===== config.mk =====
export PLATFORM = sky130hd
export DESIGN_NAME = irq_reload_counter
export DESIGN_NICKNAME = d
export VERILOG_FILES = /design/src/rtl/irqc_pkg.sv /design/src/rtl/irqc_regs.sv /design/src/rtl/irqc_prescale.sv /design/src/rtl/irqc_counter.sv /design/src/rtl/irq_reload_counter.sv
export SDC_FILE = /design/constraint.sdc
export NUM_CORES = 1
export LEC_CHECK = 0
export BUFFER_PORTS_ARGS = -buffer_cell sky130_fd_sc_hd__buf_2
export CAP_MARGIN = 20
export CORE_MARGIN = 4
export CORE_UTILIZATION = 65
export DETAILED_ROUTE_END_ITERATION = 8
export MAX_ROUTING_LAYER = met4
export PLACE_DENSITY = 0.85
export RECOVER_POWER = 50
export SLEW_MARGIN = 0
export SYNTH_ARGS = -nofsm -noshare
export SYNTH_HDL_FRONTEND = slang
export SYNTH_SLANG_ARGS = --single-unit

===== constraint.sdc =====
create_clock -name clk -period 5.75 [get_ports clk]
set_input_delay 0.575 -clock clk [delete_from_list [all_inputs] [get_ports clk]]
set_output_delay 0.575 -clock clk [all_outputs]
set_load 0.1 [all_outputs]

===== src/rtl/irqc_pkg.sv =====
package irqc_pkg;
  typedef enum logic [1:0] {
    SEL_LATCH_LO = 2'd0,
    SEL_LATCH_HI = 2'd1,
    SEL_CTRL     = 2'd2,
    SEL_REARM    = 2'd3
  } reg_sel_e;

  localparam int CTRL_MODE_BIT  = 2;
  localparam int CTRL_EN_BIT    = 1;
  localparam int CTRL_REARM_BIT = 0;
endpackage


===== src/rtl/irqc_regs.sv =====
module irqc_regs
  import irqc_pkg::*;
#(
  parameter int CW = 8
) (
  input  logic          clk,
  input  logic          rst_n,
  input  logic          wr_en,
  input  logic [1:0]    wr_sel,
  input  logic [CW/2-1:0] wr_data,
  output logic [CW-1:0] latch,
  output logic          cycle_mode,
  output logic          enable,
  output logic          start_load,
  output logic          irq_clear
);
  localparam int HW = CW / 2;

  logic rearm_q;
  logic sel_ctrl, sel_rearm, ctrl_unused;

  assign sel_ctrl    = wr_en && (wr_sel == SEL_CTRL);
  assign sel_rearm   = wr_en && (wr_sel == SEL_REARM);
  assign start_load  = sel_ctrl && wr_data[CTRL_EN_BIT];
  assign irq_clear   = sel_ctrl || sel_rearm;
  assign ctrl_unused = ^wr_data[HW-1:3];

  always_ff @(posedge clk or negedge rst_n) begin
    if (!rst_n) begin
      latch      <= '0;
      cycle_mode <= 1'b0;
      enable     <= 1'b0;
      rearm_q    <= 1'b0;
    end else if (wr_en) begin
      unique case (reg_sel_e'(wr_sel))
        SEL_LATCH_LO: latch[HW-1:0]  <= wr_data;
        SEL_LATCH_HI: latch[CW-1:HW] <= wr_data;
        SEL_CTRL: begin
          cycle_mode <= wr_data[CTRL_MODE_BIT];
          enable     <= wr_data[CTRL_EN_BIT];
          rearm_q    <= wr_data[CTRL_REARM_BIT];
        end
        SEL_REARM: enable <= rearm_q;
        default: ;
      endcase
    end
  end

  assert_rearm_copy_R3: assert property (@(posedge clk) disable iff (!rst_n)
    sel_rearm |=> (enable == $past(rearm_q)));
  assert_ctrl_fields_R2: assert property (@(posedge clk) disable iff (!rst_n)
    sel_ctrl |=> (enable == $past(wr_data[CTRL_EN_BIT]) &&
                  cycle_mode == $past(wr_data[CTRL_MODE_BIT])));
  assert_latch_hold_R1: assert property (@(posedge clk) disable iff (!rst_n)
    !wr_en |=> $stable(latch));
endmodule


===== src/rtl/irqc_prescale.sv =====
module irqc_prescale #(
  parameter int PERIOD = 341,
  parameter int STEP   = 3
) (
  input  logic clk,
  input  logic rst_n,
  input  logic run,
  input  logic load,
  output logic step_out
);
  localparam int PW = $clog2(PERIOD + 1) + 1;
  localparam logic signed [PW-1:0] P_S    = PW'(PERIOD);
  localparam logic signed [PW-1:0] STEP_S = PW'(STEP);
  localparam logic signed [PW-1:0] ZERO_S = '0;

  logic signed [PW-1:0] ps_q, ps_dec;
  logic wrap;

  assign ps_dec   = ps_q - STEP_S;
  assign wrap     = (ps_dec <= ZERO_S);
  assign step_out = run && wrap;

  always_ff @(posedge clk or negedge rst_n) begin
    if (!rst_n)      ps_q <= '0;
    else if (load)   ps_q <= P_S;
    else if (run)    ps_q <= wrap ? (ps_dec + P_S) : ps_dec;
  end

  assert_ps_range_R5: assert property (@(posedge clk) disable iff (!rst_n)
    (ps_q >= ZERO_S) && (ps_q <= P_S));
  assert_ps_idle_R8: assert property (@(posedge clk) disable iff (!rst_n)
    (!run && !load) |=> $stable(ps_q));
  assert_ps_load_R2: assert property (@(posedge clk) disable iff (!rst_n)
    load |=> (ps_q == P_S));
endmodule


===== src/rtl/irqc_counter.sv =====
module irqc_counter #(
  parameter int CW = 8
) (
  input  logic          clk,
  input  logic          rst_n,
  input  logic          step,
  input  logic          load,
  input  logic          clear,
  input  logic [CW-1:0] reload_val,
  output logic          irq
);
  localparam logic [CW-1:0] MAXV = '1;

  logic [CW-1:0] cnt_q;
  logic          ovf;

  assign ovf = step && (cnt_q == MAXV);

  always_ff @(posedge clk or negedge rst_n) begin
    if (!rst_n)    cnt_q <= '0;
    else if (load) cnt_q <= reload_val;
    else if (step) cnt_q <= ovf ? reload_val : cnt_q + 1'b1;
  end

  always_ff @(posedge clk or negedge rst_n) begin
    if (!rst_n)     irq <= 1'b0;
    else if (clear) irq <= 1'b0;
    else if (ovf)   irq <= 1'b1;
  end

  assert_irq_sticky_R7: assert property (@(posedge clk) disable iff (!rst_n)
    (irq && !clear) |=> irq);
  assert_irq_clear_R3: assert property (@(posedge clk) disable iff (!rst_n)
    clear |=> !irq);
  assert_overflow_reload_R6: assert property (@(posedge clk) disable iff (!rst_n)
    (step && !load && !clear && cnt_q == MAXV) |=> (irq && cnt_q == $past(reload_val)));
  assert_count_idle_R8: assert property (@(posedge clk) disable iff (!rst_n)
    (!step && !load) |=> $stable(cnt_q));
endmodule


===== src/rtl/irq_reload_counter.sv =====
module irq_reload_counter #(
  parameter int CW     = 8,
  parameter int PERIOD = 341,
  parameter int STEP   = 3
) (
  input  logic          clk,
  input  logic          rst_n,
  input  logic          wr_en,
  input  logic [1:0]    wr_sel,
  input  logic [CW/2-1:0] wr_data,
  input  logic          cpu_tick,
  output logic          irq
);
  logic [CW-1:0] latch;
  logic cycle_mode, enable, start_load, irq_clear;
  logic live_tick, ps_step, cnt_step;

  assign live_tick = enable && cpu_tick;

  irqc_regs #(.CW(CW)) u_regs (
    .clk(clk), .rst_n(rst_n), .wr_en(wr_en), .wr_sel(wr_sel), .wr_data(wr_data),
    .latch(latch), .cycle_mode(cycle_mode), .enable(enable),
    .start_load(start_load), .irq_clear(irq_clear)
  );

  irqc_prescale #(.PERIOD(PERIOD), .STEP(STEP)) u_pre (
    .clk(clk), .rst_n(rst_n), .run(live_tick && !cycle_mode),
    .load(start_load), .step_out(ps_step)
  );

  assign cnt_step = (live_tick && cycle_mode) || ps_step;

  irqc_counter #(.CW(CW)) u_cnt (
    .clk(clk), .rst_n(rst_n), .step(cnt_step), .load(start_load),
    .clear(irq_clear), .reload_val(latch), .irq(irq)
  );

  assert_no_step_disabled_R8: assert property (@(posedge clk) disable iff (!rst_n)
    !enable |-> !cnt_step);
endmodule


Word-level counts from Yosys, hierarchy flattened --
Index checks and enable logic that the tools add are counted.
Word-level totals: register bits after elaboration 30
Cells by class: add/subtract/negate cells 3, order comparisons 1, eq/ne operators 4, muxes and demuxes 9, reductions and logical operators 20
Operator list (count):
- 10-bit 2-to-1 mux | 3
- 8-bit 2-to-1 mux | 3
- 10-bit adder, second input constant | 1
- 10-bit by 1-bit less-or-equal comparator with 1-bit output, second input constant | 1
- 10-bit by 3-bit subtractor with 10-bit output, second input constant | 1
- 8-bit by 1-bit adder with 8-bit output, second input constant | 1
- 8-bit equality test, second input constant | 1
- 1-bit logical AND | 8
- 2-bit AND reduction | 4
- 2-bit nonzero test | 4
- 2-bit equality test, second input constant | 2
- 2-bit by 1-bit equality test with 1-bit output, second input constant | 1
- 2-bit zero test | 1
- 1-bit logical OR | 2
- 1-bit 2-to-1 mux | 2
- 1-bit one-hot mux with 2 select lines | 1
- 1-bit zero test | 1

Longest topological paths before layout --
word-level depth 8, mapped depth 14

Modules after synthesis --
From an unflattened synthesis, not the netlist that was laid out.
Second synthesis, totals: cells, all modules 235, area, all modules 2142.1 um^2
By module, submodules not included:
- irqc_prescale | instances 1, cells an instance 141, area an instance 1114.8 um^2, sequential area each 250.2 um^2
- irqc_counter | instances 1, cells an instance 62, area an instance 554.3 um^2, sequential area each 225.2 um^2
- irqc_regs | instances 1, cells an instance 30, area an instance 455.4 um^2, sequential area each 275.3 um^2
- irq_reload_counter | instances 1, cells an instance 2, area an instance 17.5 um^2, sequential area each 0.0 um^2

Least setup slack after synthesis --
OpenSTA, ideal clock, no wires.
path kind reg2reg, start point reg u_pre.ps_q[2], end point reg u_pre.ps_q[8], setup time 0.123 ns, arrival time 2.831 ns, setup slack 2.795 ns, stages on the path, launching flop included 14, path buffers 4, period minus slack after synthesis 2.955 ns, cell sequence dfrtp_1 clkbuf_8 clkbuf_1 inv_1 ha_1 buf_6 a2111oi_4 nand2_2 xor2_1 o21a_1 buf_6 or4_1 nand4_1 nor2_1
On the way: cells in the longest elaborated chain, start to end 5, elaborated cells between the ends (all ways) 6, those cells by class add/sub: 2; order compare: 1; mux: 3
RTL lines:
- start: declaration | RTL line irqc_prescale.sv:16 | logic signed [PW-1:0] ps_q, ps_dec;
- start signal: assignment | RTL line irqc_prescale.sv:26 | else if (run) ps_q <= wrap ? (ps_dec + P_S) : ps_dec;
- 10-bit by 3-bit subtractor with 10-bit output (*) | RTL line irqc_prescale.sv:19 | assign ps_dec = ps_q - STEP_S;
- 10-bit adder or 10-bit by 1-bit less-or-equal comparator with 1-bit output (tied branches) | RTL line irqc_prescale.sv:26, irqc_prescale.sv:20
- 10-bit 2-to-1 mux (*) (2 in a row) | RTL line irqc_prescale.sv:26
- 10-bit 2-to-1 mux (*) | RTL line irqc_prescale.sv:25 | else if (load) ps_q <= P_S;
Mark *: on every way between the ends. The rest lies on a longest branch, timed or not. The select of a mux whose other input is x is not followed. A chain may end at the register's enable or synchronous reset.

Worst setup path in the final report --
start point reg u_pre.ps_q[2], end point reg u_pre.ps_q[3]
Same word-level chain as after synthesis.

==> run metrics <==
R2R depth=9; IO Count=11; most numerous cell in the Yosys netlist=dfrtp_1; Reg clk slew, reported paths=110 ps; Setup crit end kind=flip-flop; Seq cells post-synth=30; Post-CTS Resized=0; Area growth, synth to finish=1.877%; layout cells sized above 1=13.85%; Tcrit/Tclk final=around three fifths; post-synthesis adder-cell area fraction=2.209%; worst-path cell chain=inv_1 > ha_1 > a2111oi_4 > nand2_2 > xor2_1 > o21a_1 > mux2i_1 > or3_1 > a21oi_1; gp weighted congestion=0.9491; Initial Utilization=67.37%; Crit Path Class=reg -> reg; compound-cell area share of the yosys netlist=25.84%; Final nets=273; CTS tree=yes; total number of vias=2022; worst slew pin tran=1579 ps; Logic pwr share=46.9%; CTS sink cnt=30; P_leak=0.8984 nW; via count of the first global-routing pass=1887; Critical Path Start=u_pre.ps_q[2]$_DFFE_PN0P_; top cells by area, synth=dfrtp_1 (33%), mux2_2 (4.5%), o21ai_0 (4.4%); Slew headroom=-5.239%; worst endpoint required time=6010 ps; post-layout min period=3488 ps; Placed Instances=298; CTS Buffer Depth=2; dpl hpwl=3663 um; Avg Inst Size Synth=8.783 um^2; Synth Flop Type=dfrtp_1; sequential-to-total area share from yosys stat=~33%; Largest stage delay, worst path=740 ps; core area=0.003363 mm^2; hold path start=wr_data[2]; peak supply drop=237.8 uV; die area=0.004494 mm^2; Final WS setup=between 2000 and 2500 ps; Synth top cells by count=dfrtp_1 (30), nor2_1 (22), nand2_1 (21); CP max stage cell=dfrtp_1; Post-Synth XOR/XNOR Area=2.319%; Root Driver=clkbuf_4; Setup violations, final=0; Final Hold Vio Count=0; initial antenna violation count=0; Post-synth EDFFs=0; Sw Share=between 40% and 50%; hold depth=3; Ys Warns=0; first-pass GRT wire length=about 8700 um; Post-Place Worst Slack=2358 ps; delay-heaviest family, CP=compound AO/OA/AOI/OAI gates; Hold Crit Class=in -> reg; total length of routed wires=between 5000 and 6000 um; CP Launch Type=flip-flop; dominant cell type by area after synthesis=dfrtp_1; MaxCap Viol Count=1; multiplexer area fraction after synthesis=7.565%; Fmax=0.2867 GHz; Iter 0 DRT Violations=a little over 200; Total Routing Usage GR=26.23%; setup TNS=0 ps; largest family of logic cells by synthesized area=compound AO/OA/AOI/OAI gates; total grt overflow=0; pwr dens=453.0 mW/mm^2; Clock Power Share=between 10% and 20%; WL/cell=16.44 um; Critical Path AT=3750 ps; async set-reset flop share out of synthesis=100.0%; post-synth cell types=62; postcts setup bufs=0; hold_buf cts=0; Seq pwr share=40.0%; drt first pass iters=4; Pint=0.0005491 W; RR Startpoint=u_pre.ps_q[2]$_DFFE_PN0P_; failing checks=max-capacitance violations, max-slew violations; Post-Synth Simple-Gate Area=22.14%; Net Count, Synth=272; Port-buffer cells=10; die boundary height=67.04 um; # rows=21; remaining antenna violation count=0; R2R Setup Slk=2260 ps; RSZ-0062 raised after global routing=false; fin. max-slew vios=31; sw power=between 0.0004 and 0.0005 W; worst-path maximum fanout=18; worst skew pair latency=between 300 and 400 ps; area share of the largest cell type after synthesis=33.13%; non-filler cells, final=306; largest net degree at the start of global routing=31; Post-Synthesis Cells=approximately 260; drt via density=roughly 6.6; Critical Path Stages=9; Final Skew=13.62 ps; worst path bufs/invs=1; Num CTS Buffers=5; # DRC=0; status=complete, but fails checks; Mapped Area=0.002266 mm^2; ANT cells=0; H-tree depth=2; Die X-Extent=67.04 um
## logic make-up after synthesis
group | count (synthesis)
AO/OA/AOI/OAI | 82
XOR/XNOR | 6
adder cells (fa/ha/maj) | 4
buffers and inverters | 23
flip-flops | 30
multiplexers | 16
AND/OR/NAND/NOR | 97
## power groups by stage
stage	Sequential, W	Combinational, W	Clock, W
detailed placement	0.000418	0.000483	0
floorplan	0.000331	0.000499	0
CTS	0.000414	0.000485	0.000138
finish	0.000418	0.000491	0.000137
global placement	0.000412	0.000465	0
global route	0.000433	0.000551	0.000150
## cell type report
type,instances,area (um^2)
clock buffers,6,51.30
repair buffers,10,48.80
inverters,7,26.28
fillers,301,1055
well taps,46,57.56
multi-input cells,205,1361
flip-flops and latches,30,750.7
clock inverters,2,12.51
## path summary, 6_finish.rpt
check,to
setup / recovery,u_pre.ps_q[3]$_DFFE_PN0P_
hold reg to reg,u_cnt.cnt_q[1]$_DFFE_PN0P_
min in group asynchronous,u_pre.ps_q[5]$_DFFE_PN0P_
setup reg to reg,u_pre.ps_q[3]$_DFFE_PN0P_
hold / removal,u_regs.cycle_mode$_DFFE_PN0P_
max in group asynchronous,u_regs.latch[7]$_DFFE_PN0P_
## registers in the layout, indices dropped and copies added, names as in the netlist
signal	cells
u_regs.rearm_q	1
u_cnt.cnt_q	8
u_regs.cycle_mode	1
u_cnt.irq	1
u_pre.ps_q	10
u_regs.enable	1
u_regs.latch	8
## metrics by stage
| stage | total power [W] | util (%) | cell area [um^2] | hold WS (ps) |
|---|---|---|---|---|
| floorplan | 0.0008298 | - | 2266 | 279.4 |
| global placement | 0.0008766 | 66.78 | 2246 | 482.1 |
| detailed placement | 0.0009010 | 66.78 | 2246 | 498.7 |
| CTS | 0.001038 | 68.68 | 2310 | 269.4 |
| global route | 0.001134 | 68.64 | 2308 | 467.1 |
| finish | 0.001046 | 68.64 | 2308 | 458.6 |
## worst reg2reg max path, cell delays in order, from the launching register on
cell	delay, ps
dfrtp_1	740
inv_1	140
ha_1	330
a2111oi_4	650
nand2_2	120
xor2_1	230
o21a_1	550
mux2i_1	180
or3_1	330
a21oi_1	140
## cell usage in the layout, fill, tap and decap left out, types with 2 or more instances in the layout
| master | count |
|---|---|
| nor2b_1 | 6 |
| xor2_1 | 3 |
| a22oi_2 | 2 |
| o21ai_1 | 2 |
| nor3b_1 | 3 |
| nand2b_1 | 4 |
| a22o_1 | 2 |
| buf_2 | 9 |
| o2bb2ai_1 | 2 |
| and2_1 | 2 |
| nor3_1 | 7 |
| or3_1 | 3 |
| a22oi_1 | 5 |
| and3_1 | 4 |
| mux2i_1 | 7 |
| nand2_1 | 21 |
| nand3b_1 | 3 |
| o21ai_0 | 20 |
| nor2_1 | 22 |
| ha_1 | 4 |
| nand4_1 | 5 |
| o211ai_1 | 2 |
| a211oi_1 | 2 |
| nor4_1 | 3 |
| xnor2_1 | 3 |
| dfrtp_1 | 30 |
| o22ai_1 | 3 |
| o31ai_1 | 5 |
| clkbuf_4 | 5 |
| inv_1 | 7 |
| mux2_2 | 9 |
| o21a_1 | 4 |
| nand3_1 | 7 |
| a21oi_1 | 16 |
## routing by layer
| layer | routed length, um | track usage [%] |
|---|---|---|
| met2 | 2495 | 42.33 |
| met5 | 0 | - |
| met4 | 90 | 9.620 |
| met3 | 286 | 5.396 |
| met1 | 2158 | 32.38 |
Note: power is estimated with default switching activity, not from simulation.
